===== src/rtl/hms_pkg.sv =====
package hms_pkg;
  localparam int WORD_W   = 32;
  localparam int FRAC_W   = 7;
  localparam int SEC_W    = 6;
  localparam int MIN_W    = 6;
  localparam int HOUR_W   = 8;
  localparam int FRAC_LSB = 0;
  localparam int SEC_LSB  = 8;
  localparam int MIN_LSB  = 16;
  localparam int HOUR_LSB = 24;
  localparam int FRAC_TOP = 127;
  localparam int SEC_TOP  = 59;
  localparam int MIN_TOP  = 59;
  localparam int HOUR_TOP_DAY  = 23;
  localparam int HOUR_TOP_FULL = 255;

  typedef struct packed {
    logic [HOUR_W-1:0] hour;
    logic [MIN_W-1:0]  min;
    logic [SEC_W-1:0]  sec;
    logic [FRAC_W-1:0] frac;
  } hms_t;

  function automatic logic [WORD_W-1:0] hms_pack(input hms_t t);
    logic [WORD_W-1:0] w;
    w = '0;
    w[FRAC_LSB +: FRAC_W] = t.frac;
    w[SEC_LSB  +: SEC_W]  = t.sec;
    w[MIN_LSB  +: MIN_W]  = t.min;
    w[HOUR_LSB +: HOUR_W] = t.hour;
    return w;
  endfunction

  function automatic hms_t hms_unpack(input logic [WORD_W-1:0] w);
    hms_t t;
    t.frac = w[FRAC_LSB +: FRAC_W];
    t.sec  = w[SEC_LSB  +: SEC_W];
    t.min  = w[MIN_LSB  +: MIN_W];
    t.hour = w[HOUR_LSB +: HOUR_W];
    return t;
  endfunction
endpackage


===== src/rtl/hms_field.sv =====
// One cascaded time field: load with clamp, step with wrap, carry out.
module hms_field #(
  parameter int W = 6
) (
  input  logic         clk,
  input  logic         rst,
  input  logic         load,
  input  logic [W-1:0] load_val,
  input  logic         step,
  input  logic [W-1:0] lim,
  output logic [W-1:0] val,
  output logic         carry
);
  logic at_top;
  logic [W-1:0] clamped;

  assign at_top  = (val >= lim);
  assign carry   = step && at_top;
  assign clamped = (load_val > lim) ? lim : load_val;

  always_ff @(posedge clk) begin
    if (rst) begin
      val <= '0;
    end else if (load) begin
      val <= clamped;
    end else if (step) begin
      val <= at_top ? '0 : val + W'(1);
    end
  end
endmodule


===== src/rtl/hms_irq_flag.sv =====
// Sticky flag: a set on the same edge as a clear wins.
module hms_irq_flag (
  input  logic clk,
  input  logic rst,
  input  logic set,
  input  logic clr,
  output logic flag
);
  always_ff @(posedge clk) begin
    if (rst)      flag <= 1'b0;
    else if (set) flag <= 1'b1;
    else if (clr) flag <= 1'b0;
  end
endmodule


===== src/rtl/hms_time_counter.sv =====
module hms_time_counter
  import hms_pkg::*;
#(
  parameter int WIDTH = hms_pkg::WORD_W
) (
  input  logic             clk,
  input  logic             rst,
  input  logic             en,
  input  logic             tick,
  input  logic             hour_mode_24,
  input  logic             load,
  input  logic [WIDTH-1:0] load_word,
  input  logic             irq_clr,
  output logic [WIDTH-1:0] time_q,
  output logic             wrap_irq
);
  localparam int NF = 4;

  hms_t ld;
  hms_t cur;
  logic [NF:0] chain;
  logic [HOUR_W-1:0] hour_lim;

  assign ld       = hms_unpack(load_word);
  assign hour_lim = hour_mode_24 ? HOUR_W'(HOUR_TOP_DAY) : HOUR_W'(HOUR_TOP_FULL);
  assign chain[0] = en && tick && !load;

  hms_field #(.W(FRAC_W)) u_frac (
    .clk(clk), .rst(rst), .load(load), .load_val(ld.frac),
    .step(chain[0]), .lim(FRAC_W'(FRAC_TOP)), .val(cur.frac), .carry(chain[1])
  );
  hms_field #(.W(SEC_W)) u_sec (
    .clk(clk), .rst(rst), .load(load), .load_val(ld.sec),
    .step(chain[1]), .lim(SEC_W'(SEC_TOP)), .val(cur.sec), .carry(chain[2])
  );
  hms_field #(.W(MIN_W)) u_min (
    .clk(clk), .rst(rst), .load(load), .load_val(ld.min),
    .step(chain[2]), .lim(MIN_W'(MIN_TOP)), .val(cur.min), .carry(chain[3])
  );
  hms_field #(.W(HOUR_W)) u_hour (
    .clk(clk), .rst(rst), .load(load), .load_val(ld.hour),
    .step(chain[3]), .lim(hour_lim), .val(cur.hour), .carry(chain[4])
  );

  hms_irq_flag u_flag (
    .clk(clk), .rst(rst), .set(chain[NF]), .clr(irq_clr), .flag(wrap_irq)
  );

  assign time_q = hms_pack(cur);
endmodule


===== config.mk =====
export PLATFORM = sky130hd
export DESIGN_NAME = hms_time_counter
export DESIGN_NICKNAME = d
export VERILOG_FILES = /design/src/rtl/hms_pkg.sv /design/src/rtl/hms_field.sv /design/src/rtl/hms_irq_flag.sv /design/src/rtl/hms_time_counter.sv
export SDC_FILE = /design/constraint.sdc
export NUM_CORES = 1
export LEC_CHECK = 0
export ABC_AREA = 1
export BUFFER_PORTS_ARGS = -buffer_cell sky130_fd_sc_hd__buf_4
export CORE_MARGIN = 2
export CORE_UTILIZATION = 30
export DETAILED_ROUTE_END_ITERATION = 6
export SYNTH_ARGS = -nofsm -noshare
export SYNTH_HDL_FRONTEND = slang
export SYNTH_SLANG_ARGS = --single-unit
export TNS_END_PERCENT = 30

===== constraint.sdc =====
create_clock -name clk -period 1.6 [get_ports clk]
set_input_delay 0.24 -clock clk [delete_from_list [all_inputs] [get_ports clk]]
set_output_delay 0.24 -clock clk [all_outputs]
set_load 0.1 [all_outputs]

## Word-level counts from Yosys, hierarchy flattened

Cells that the tools add are included.

- $add $sub $neg: 4
- Order comparisons: 8
- Multiplexer cells: 19
- Reductions and logical operators: 12

Operators with widths:

| operator | count |
|---|---|
| 6-bit two-way mux | 8 |
| 8-bit two-way mux | 5 |
| 7-bit two-way mux | 4 |
| 6-bit by 1-bit adder with 6-bit output (second input constant) | 2 |
| 6-bit greater-or-equal comparator (second input constant) | 2 |
| 6-bit > comparator (second input constant) | 2 |
| 2-bit nonzero test | 5 |
| 8-bit by 1-bit adder with 8-bit output (second input constant) | 1 |
| 8-bit greater-or-equal comparator | 1 |
| 8-bit > comparator | 1 |
| 7-bit by 1-bit adder with 7-bit output (second input constant) | 1 |
| 7-bit greater-or-equal comparator (second input constant) | 1 |
| 7-bit > comparator (second input constant) | 1 |
| 1-bit logical AND | 6 |
| 1-bit two-way mux | 2 |
| 1-bit logical NOT | 1 |

- Register bits after elaboration: 28
- Input port bits: 39
- Word-level logic and storage cells: 48

## Logic depth before layout (Yosys ltp)

Gate-level depths: netlist (run 1).

- Depth after elaboration: 7
- Mapped depth: 12

## Hierarchy

Synthesis (run 1) repeated with hierarchy kept, for this count alone.

- Cells, all modules: 580
- Area total of the unflattened synthesis: 4006.3 um^2

By module, submodules not included:

| module | times used | cells an instance | area an instance (um^2) |
|---|---|---|---|
| hms_field (u_min ...) | 2 | 127 | 838.3 |
| hms_field (u_hour) | 1 | 163 | 1172.4 |
| hms_field (u_frac) | 1 | 148 | 1058.5 |
| hms_time_counter | 1 | 10 | 58.8 |
| hms_irq_flag | 1 | 5 | 40.0 |

## Worst setup path before layout (run 1)

OpenSTA, ideal clock, no wires.

- Path type: register to register
- Start: register u_frac.val[1]
- End: register u_hour.val[0]
- Library setup time: 132 ps
- Data arrival time: 2100 ps
- Setup slack: -632 ps
- Cell stages (with the launch flop): 11
- Buffers on the path: 0
- Cell sequence: dfxtp_1 ha_1 nand2_1 nor2_4 nand2_2 nand2_4 nand3_4 nand2_2 inv_1 nand2_1 a21oi_1

- Word-level cells in the longest chain between the ends: 5

RTL lines:

| item | line | RTL |
|---|---|---|
| from (decl) | hms_field.sv:11 | `output logic [W-1:0] val,` |
| from (signal assigned) | hms_field.sv:25 | `val <= clamped;` |
| from (signal assigned) | hms_field.sv:27 | `val <= at_top ? '0 : val + W'(1);` |
| 7-bit greater-or-equal comparator | hms_field.sv:17 | `assign at_top = (val >= lim);` |
| 1-bit logical AND (3 in a row) | hms_field.sv:18 | `assign carry = step && at_top;` |
| 2-bit nonzero test (no line) | -- |  |
| to (signal assigned) | hms_field.sv:25 |  |
| to (signal assigned) | hms_field.sv:27 |  |
| to (decl) | hms_field.sv:11 |  |

No other way between the ends.
A chain may end at the register's enable or synchronous reset.

## Worst setup path in the final report (run 1)

- Start: register u_min.val[0]
- End: register u_min.val[3]

- Word-level cells in the longest chain between the ends: 4
- Elaborated cells on any way between the ends: 5
- Classes of those cells: add/sub: 1; order compare: 1; mux: 3

RTL lines:

| item | line | RTL |
|---|---|---|
| from (decl) | hms_field.sv:11 |  |
| from (signal assigned) | hms_field.sv:25 |  |
| from (signal assigned) | hms_field.sv:27 |  |
| 6-bit by 1-bit adder with 6-bit output or 6-bit greater-or-equal comparator (tied branches) | hms_field.sv:27, hms_field.sv:17 |  |
| 6-bit two-way mux (*) | hms_field.sv:27 |  |
| 6-bit two-way mux (*) | hms_field.sv:26 | `end else if (step) begin` |
| 6-bit two-way mux (*) | hms_field.sv:24 | `end else if (load) begin` |

Mark *: on every way between the ends. The rest lies on a longest branch, timed or not. The select of a mux whose other input is x is not followed.

==> impl_summary.log, run 1 <==
INFO  metric tritoncts_num_sinks = 28
INFO  metric drt_pre_antenna_iters = 4
INFO  metric grt_antenna_before_repair = 0
INFO  metric diodes = 0
INFO  metric fp.dieArea = 7860 sq um
INFO  metric drt.antenna.violating_nets = 0
INFO  metric utilization = 0.432
INFO  metric reg_to_reg_startpoint = u_min.val[0]
INFO  metric grtUsageTotal = 0.157
INFO  metric synth_cells = 356
INFO  metric route.detailed.vias_per_inst = 4.63
INFO  metric area.growth.synth_to_final = 38.0%
INFO  metric arrival_time_at_the_worst_endpoint = 1.75 ns
INFO  metric drive_gt1_frac = 0.321
INFO  metric final_hold_slack = 0.201 ns
INFO  metric yosysTopAreaCell = dfxtp_1
INFO  metric finalCritPeriodShare = 0.955
INFO  metric drt_wl_total = 5910 um
INFO  metric hold_path_depth = 4
INFO  metric worstRegToRegCells = 7
INFO  metric initial_utilization = 0.313
INFO  metric rows = 30
INFO  metric worst_setup_hold_path_clk_slew = 0.11 ns
INFO  metric cellInternalPower = 1.25 mW
INFO  metric slew_violations = 0
INFO  metric postSynth.asyncResetShare = 0
INFO  metric start_kind = register
INFO  metric mappedNetlistArea = 2150 sq um
INFO  metric fin_skew = 0.0103 ns
INFO  metric post-route-drc-count = 0
INFO  metric finalInstanceArea = 2970 sq um
INFO  metric cts-root-to-sink-buffers = 2
INFO  metric grt_setup_unrepaired = yes
INFO  metric comb_power_share = 0.397
INFO  metric yosysSeqAreaShare = 0.261
INFO  metric postPlaceCellArea = 2830 sq um
INFO  metric cts-htree-levels = 1
INFO  metric route.vias.total = 2391
INFO  metric power_switching_share = 0.428
INFO  metric first_global_vias = 2170
INFO  metric port_buffers = 61
INFO  metric place_hpwl = 4650 um
INFO  metric grt.overflow.total = 0
INFO  metric synth_top_area_share = 0.261
INFO  metric hold_start = irq_clr
INFO  metric postSynthAreaPerCell = 6.04 sq um
INFO  metric p_leak = 1.45 nW
INFO  metric tritoncts = built
INFO  metric ff2ff_setup_slack = 0.07 ns
INFO  metric synthesis_warnings = 0
INFO  metric clk_latency = 0.29 ns
INFO  metric top_level_ports = 72
INFO  metric fp.coreArea = 6870 sq um
INFO  metric clkPwrFrac = 0.238
INFO  metric setup-violations-final = 0
INFO  metric required = 1.82 ns
INFO  metric number_of_synthesized_flops_with_an_enable_pin = 0
INFO  metric gp_congestion = 0.871
INFO  metric min-delay-path-class = in -> reg
INFO  metric die_w = 88.6 um
INFO  metric switching_power_of_the_nets = 934 uW
INFO  metric grt_max_degree = 18
INFO  metric clk_root_buffer_cell = clkbuf_8
INFO  metric ys_ff_latch = 28
INFO  metric timing.fmax = 0.654 GHz
INFO  metric grt_first_pass_wirelength = 9740 um
INFO  metric cts_inserted_buffers = 3
INFO  metric vdd.ir_drop.worst = 0.000306 V
INFO  metric critical_path_class = reg -> reg
INFO  metric cellPowerDensity = 736 nW/um^2
INFO  metric holdPathEnd = u_flag.flag
INFO  metric number_of_distinct_library_cell_variants_in_the_gate_level_netlist_after_synthesis = 29
INFO  metric placed_cells = 511
INFO  metric hold_violations = 0
INFO  metric hold_buffers = 0
INFO  metric synth-main-ff-cell = dfxtp_1
INFO  metric layout_min_cycle_time = 1.53 ns
INFO  metric crit_path_end_kind = register
INFO  metric final_nets = 472
INFO  metric dr.first_iter.drc_count = 108
INFO  metric synth_top_cells_by_area = dfxtp_1 26%, nand2_1 20%, inv_1 7.7%
INFO  metric outcome = finished, final reports clean
INFO  metric avgRoutedWirePerCell = 11.4 um
INFO  metric max-cap-violations = 0
INFO  metric critical_path.reg2reg.endpoint = u_min.val[3]
INFO  metric dieHeight = 88.6 um
INFO  metric setup_tns = 0 ns
INFO  metric cp_max_fo = 6
INFO  metric layout.cells.non_filler = 516
INFO  metric pwr-share-seq = 0.365
==> cells in the mapped netlist, types with 2 or more instances <==
master    count
nand2_1     113
inv_1        44
nor2_1       38
dfxtp_1      28
nand3_1      26
o21ai_0      22
a21oi_1      15
ha_1         12
a31oi_1       9
clkbuf_1      6
nor3_1        6
buf_4         5
nand2_4       4
nand4_1       4
inv_2         3
nor2_2        3
xor2_1        3
nand2_2       2
nand3b_1      2
nor2_4        2
==> final cells by class <==
class,instances,area (sq um)
Fill cell,748,3900
Clock buffer,4,66.3
Sequential cell,28,637
Timing Repair Buffer,68,510
Inverter,48,188
Tap cell,96,120
Multi-Input combinational cell,272,1440
==> per-stage QoR <==
| stage | power [mW] | setup slack [ns] |
|---|---|---|
| 2_1_floorplan | 1.44 | -0.0101 |
| 5_1_grt | 2.30 | -0.0106 |
| 3_3_place_gp | 1.65 | -0.0636 |
| 6_report | 2.18 | 0.0713 |
| 4_1_cts | 2.18 | 0.00140 |
| 3_5_place_dp | 1.66 | -0.0979 |
==> registers in the layout (all words and copies together), names as in the netlist <==
name / cells
u_sec.val: 6
u_flag.flag: 1
u_hour.val: 8
u_frac.val: 7
u_min.val: 6
==> what timing repair did <==
action | 4_1_cts | 5_1_grt
gates resized for setup | 0 | 19
buffers inserted | 0 | 1
setup endpoints to repair | 0 | 19
==> cells by family (layout without fill, tap and decap cells) <==
family          count (synthesis)  count (layout)  share of synthesized area
simple gates                  203             203                      0.417
buf+inv                        60             120                      0.116
compound gates                 48              48                      0.118
flops                          28              28                      0.261
fa+ha+maj                      12              12                     0.0698
xor+xnor                        4               4                     0.0163
other cells                     1               5                    0.00174
==> how the worst max path moves through the flow <==
| stage | cells after the start | slack, ns | from | end |
|---|---|---|---|---|
| 6_report | 7 | 0.07 | u_min.val[0] | u_min.val[3] |
| 2_1_floorplan | 10 | -0.01 | u_frac.val[1] | u_min.val[0] |
| 4_1_cts | 7 | 0.001 | u_min.val[0] | u_min.val[3] |
| 3_5_place_dp | 13 | -0.1 | hour_mode_24 | u_hour.val[7] |
| 5_1_grt | 8 | -0.01 | u_frac.val[1] | u_frac.val[2] |
| 3_3_place_gp | 13 | -0.06 | hour_mode_24 | u_hour.val[7] |
==> worst max-delay path, stage by stage, from the launching register on <==
cell and delay (ns):
dfxtp_4 0.37, ha_2 0.18, or2_1 0.23, nand2_2 0.10
nand2_1 0.13, o21ai_0 0.22, o21ai_1 0.10, a21oi_1 0.13
==> placed cells by master, fill, tap and decap left out, types with 3 or more instances in the layout <==
cell type,Yosys,routed
dfxtp_4,0,17
inv_2,3,3
a21oi_1,15,13
ha_1,12,9
buf_4,5,68
xor2_1,3,3
nand2_1,113,106
nand2_4,4,6
o21ai_1,1,4
nand4_1,4,4
clkbuf_8,0,3
nand2_2,2,7
a31oi_1,9,9
inv_1,44,43
dfxtp_2,0,10
o21ai_0,22,19
nor2_2,3,7
conb_1,1,5
nor2_1,38,34
nor3_1,6,5
nand3_1,26,25
==> metal layers <==
layer / vias up / wire [um] / track usage / share of wire
met5: - / 0 / 0 / 0
met3: 7 / 255 / 0.0271 / 0.043
met1: 1076 / 2810 / 0.201 / 0.48
li1: 1251 / - / - / -
met4: 0 / 101 / 0.0523 / 0.017
met2: 57 / 2740 / 0.265 / 0.46
==> power by group through the flow <==
stage               Combinational (mW)  Sequential [mW]  Clock (mW)
floorplan                        0.309             1.13           0
global placement                 0.838            0.813           0
detailed placement               0.846            0.814           0
CTS                              0.848            0.797       0.538
global route                     0.935            0.805       0.557
finish                           0.866            0.796       0.520
Power figures use the tool's default switching activity.
==> inputs of run 2 (changes only) <==
--- a/config.mk
+++ b/config.mk
@@ -5,7 +5,6 @@
 export SDC_FILE = /design/constraint.sdc
 export NUM_CORES = 1
 export LEC_CHECK = 0
-export ABC_AREA = 1
 export BUFFER_PORTS_ARGS = -buffer_cell sky130_fd_sc_hd__buf_4
 export CORE_MARGIN = 2
 export CORE_UTILIZATION = 30
==> impl_summary.log, run 2 <==
INFO  metric largest_reg_flops = 8 (unchanged)
INFO  metric drt_wl_total = 6540 um (+11%)
INFO  metric cts-root-to-sink-buffers = 2 (unchanged)
INFO  metric drive_gt1_frac = 0.506 (+0.184)
INFO  metric violated_checks = negative setup slack
INFO  metric arrival_time_at_the_worst_endpoint = 1.93 ns (+0.18 ns)
INFO  metric cts_inserted_buffers = 3 (unchanged)
INFO  metric p_leak = 1.38 nW (-4.7%)
INFO  metric mappedNetlistArea = 2020 sq um (-6.2%)
INFO  metric grt_max_degree = 22 (+4)
INFO  metric drt_pre_antenna_iters = 4 (unchanged)
INFO  metric postSynth.asyncResetShare = 0 (unchanged)
INFO  metric postPlaceCellArea = 3080 sq um (+8.7%)
INFO  metric first_global_vias = 2207 (+1.7%)
INFO  metric area.growth.synth_to_final = 63.4%
INFO  metric die_w = 86.0 um (-3.0%)
INFO  metric fp.coreArea = 6420 sq um (-6.5%)
INFO  metric vdd.ir_drop.worst = 0.000388 V (+27%)
INFO  metric hold_buffers = 0 (unchanged)
INFO  metric timing.fmax = 0.580 GHz (-11%)
INFO  metric synth_cells = 258 (-28%)
INFO  metric setup-violations-final = 9 (+9)
INFO  metric gp_congestion = 0.814 (-6.6%)
INFO  metric rows = 29 (-3.3%)
INFO  metric dieHeight = 86.0 um (-3.0%)
INFO  metric avgRoutedWirePerCell = 15.0 um (+31%)
INFO  metric yosysTopAreaCell = dfxtp_1
INFO  metric yosysMostFrequentCell = dfxtp_1
INFO  metric number_of_synthesized_flops_with_an_enable_pin = 0 (unchanged)
INFO  metric layout.cells.non_filler = 437 (-15%)
INFO  metric crit_path_end_kind = register
INFO  metric grt.overflow.total = 0 (unchanged)
INFO  metric grtUsageTotal = 0.169 (+0.0127)
INFO  metric yosysSeqAreaShare = 0.278 (+0.0173)
INFO  metric clk_root_buffer_cell = clkbuf_8
INFO  metric post-route-drc-count = 0 (unchanged)
INFO  metric top_level_ports = 72 (unchanged)
INFO  metric diodes = 0 (unchanged)
INFO  metric min-delay-path-class = in -> reg
INFO  metric finalInstanceArea = 3290 sq um (+11%)
INFO  metric route.detailed.vias_per_inst = 5.46 (+18%)
INFO  metric setup_tns = -0.529 ns (-0.529 ns)
INFO  metric tritoncts_num_sinks = 28 (unchanged)
INFO  metric synthesis_warnings = 0 (unchanged)
INFO  metric critical_path_class = reg -> reg
INFO  metric ys_ff_latch = 28 (unchanged)
INFO  metric number_of_distinct_library_cell_variants_in_the_gate_level_netlist_after_synthesis = 58 (+100%)
INFO  metric start_kind = register
INFO  metric drt.antenna.violating_nets = 0 (unchanged)
INFO  metric netlist_top_cells_count = 28 x dfxtp_1, 26 x a21oi_1, 23 x nor2_1
INFO  metric synth_top_cells_by_area = dfxtp_1 28%, ha_1 7.4%, a21oi_1 6.5%
INFO  metric synth_top_area_share = 0.278 (+0.0173)
INFO  metric cellPowerDensity = 657 nW/um^2 (-11%)
INFO  metric grt_first_pass_wirelength = 10400 um (+6.8%)
INFO  metric synth-main-ff-cell = dfxtp_1
INFO  metric grt_setup_unrepaired = yes
INFO  metric outcome = finished, violations left
INFO  metric finalCritPeriodShare = 1.08 (+0.121)
INFO  metric layout_commonest_cell = buf_4
INFO  metric grt_antenna_before_repair = 0 (unchanged)
INFO  metric cts-htree-levels = 1 (unchanged)
INFO  metric top_register = u_hour.val
INFO  metric hold_violations = 0 (unchanged)
INFO  metric final_nets = 412 (-13%)
INFO  metric fp.dieArea = 7390 sq um (-5.9%)
INFO  metric postSynthAreaPerCell = 7.81 sq um (+29%)
INFO  metric cp_max_fo = 3 (-3)
INFO  metric max-cap-violations = 0 (unchanged)
INFO  metric port_buffers = 61 (unchanged)
INFO  metric dr.first_iter.drc_count = 115 (+6.5%)
INFO  metric timing.final.ws_setup = -0.123 ns (-0.194 ns)
INFO  metric slew_violations = 0 (unchanged)
INFO  metric layout.cells.most_common_list = 104 x buf_4, 24 x dfxtp_4, 23 x a21oi_1
INFO  metric dpl_worst_slack = -0.303 ns (-0.205 ns)
INFO  metric clk_latency = 0.27 ns (-0.02 ns)
INFO  metric layout.filler_cells = 622 (-17%)
INFO  metric fin_skew = 0.00278 ns (-0.00751 ns)
INFO  metric layout_min_cycle_time = 1.72 ns (+0.194 ns)
INFO  metric tritoncts = built
INFO  metric placed_cells = 428 (-16%)
INFO  metric layout_top_registers = u_hour.val: 8 flops, u_frac.val: 7 flops
INFO  metric place_hpwl = 4870 um (+4.5%)
INFO  metric initial_utilization = 0.314 (+0.000919)
INFO  metric utilization = 0.513 (+0.0811)
INFO  metric route.vias.total = 2388 (-0.13%)
INFO  metric required = 1.80 ns (-0.02 ns)
INFO  metric worst_setup_hold_path_clk_slew = 0.10 ns (about the same)
[run 2: worst max-delay path, cell delays in order, from the launching register on]
cell      delay (ns)
dfxtp_4         0.36
ha_4            0.21
a31oi_4         0.20
o221ai_4        0.15
nor2_4          0.10
or4b_4          0.46
a31oi_1         0.16
[run 2: cell type report]
type | count | area, sq um | area share
Timing Repair Buffer | 108 | 826 | 0.251
Tap cell | 77 | 96.3 | 0.0293
Clock buffer | 4 | 45.0 | 0.0137
Multi-Input combinational cell | 208 | 1630 | 0.494
Sequential cell | 28 | 654 | 0.199
Inverter | 12 | 45.0 | 0.0137
[run 2: repair_timing]
action / 4_1_cts / 5_1_grt
resized for setup: 8 / 15
setup endpoints to repair: 11 / 16
setup buffers: 1 / 4
pin swaps: 13 / 8
[run 2: routing by layer]
metal | vias to the layer above | GRT usage | share of wire
met3 | 10 | 0.0183 | 0.045
met1 | 1125 | 0.233 | 0.46
met5 | - | 0 | 0
met4 | 0 | 0.0447 | 0.011
li1 | 1177 | - | -
met2 | 76 | 0.280 | 0.48
[run 2: final timing paths]
kind                            slack (ns)  cells past startpoint     startpoint             to
worst max-delay path                 -0.12                      6  u_hour.val[3]  u_hour.val[0]
worst min-delay path                  0.21                      3   load_word[5]  u_frac.val[5]
worst max register to register       -0.12                      6  u_hour.val[3]  u_hour.val[0]
worst min register to register        0.54                      2   u_min.val[2]   u_min.val[2]
[run 2: where the power goes]
group / internal (mW) / switching (mW)
combinational: 0.318 / 0.636
clock: 0.179 / 0.228
sequential: 0.735 / 0.0650
total: 1.23 / 0.930
[run 2: logic make-up after synthesis]
kind of cell / Yosys count / synth area share
xor gates and xnor gates: 1 / 0.00435
AOI/OAI and AO/OA: 88 / 0.292
other: 1 / 0.00186
and+or+nand+nor: 102 / 0.287
buffers and inverters: 26 / 0.0615
DFF: 28 / 0.278
adders and majority gates: 12 / 0.0745
[run 2: stage by stage]
step	total power, mW	hold slack, ns
2_1_floorplan	1.45	0.396
3_3_place_gp	1.72	0.493
3_5_place_dp	1.73	0.498
4_1_cts	2.16	0.205
5_1_grt	2.27	0.207
6_report	2.16	0.208
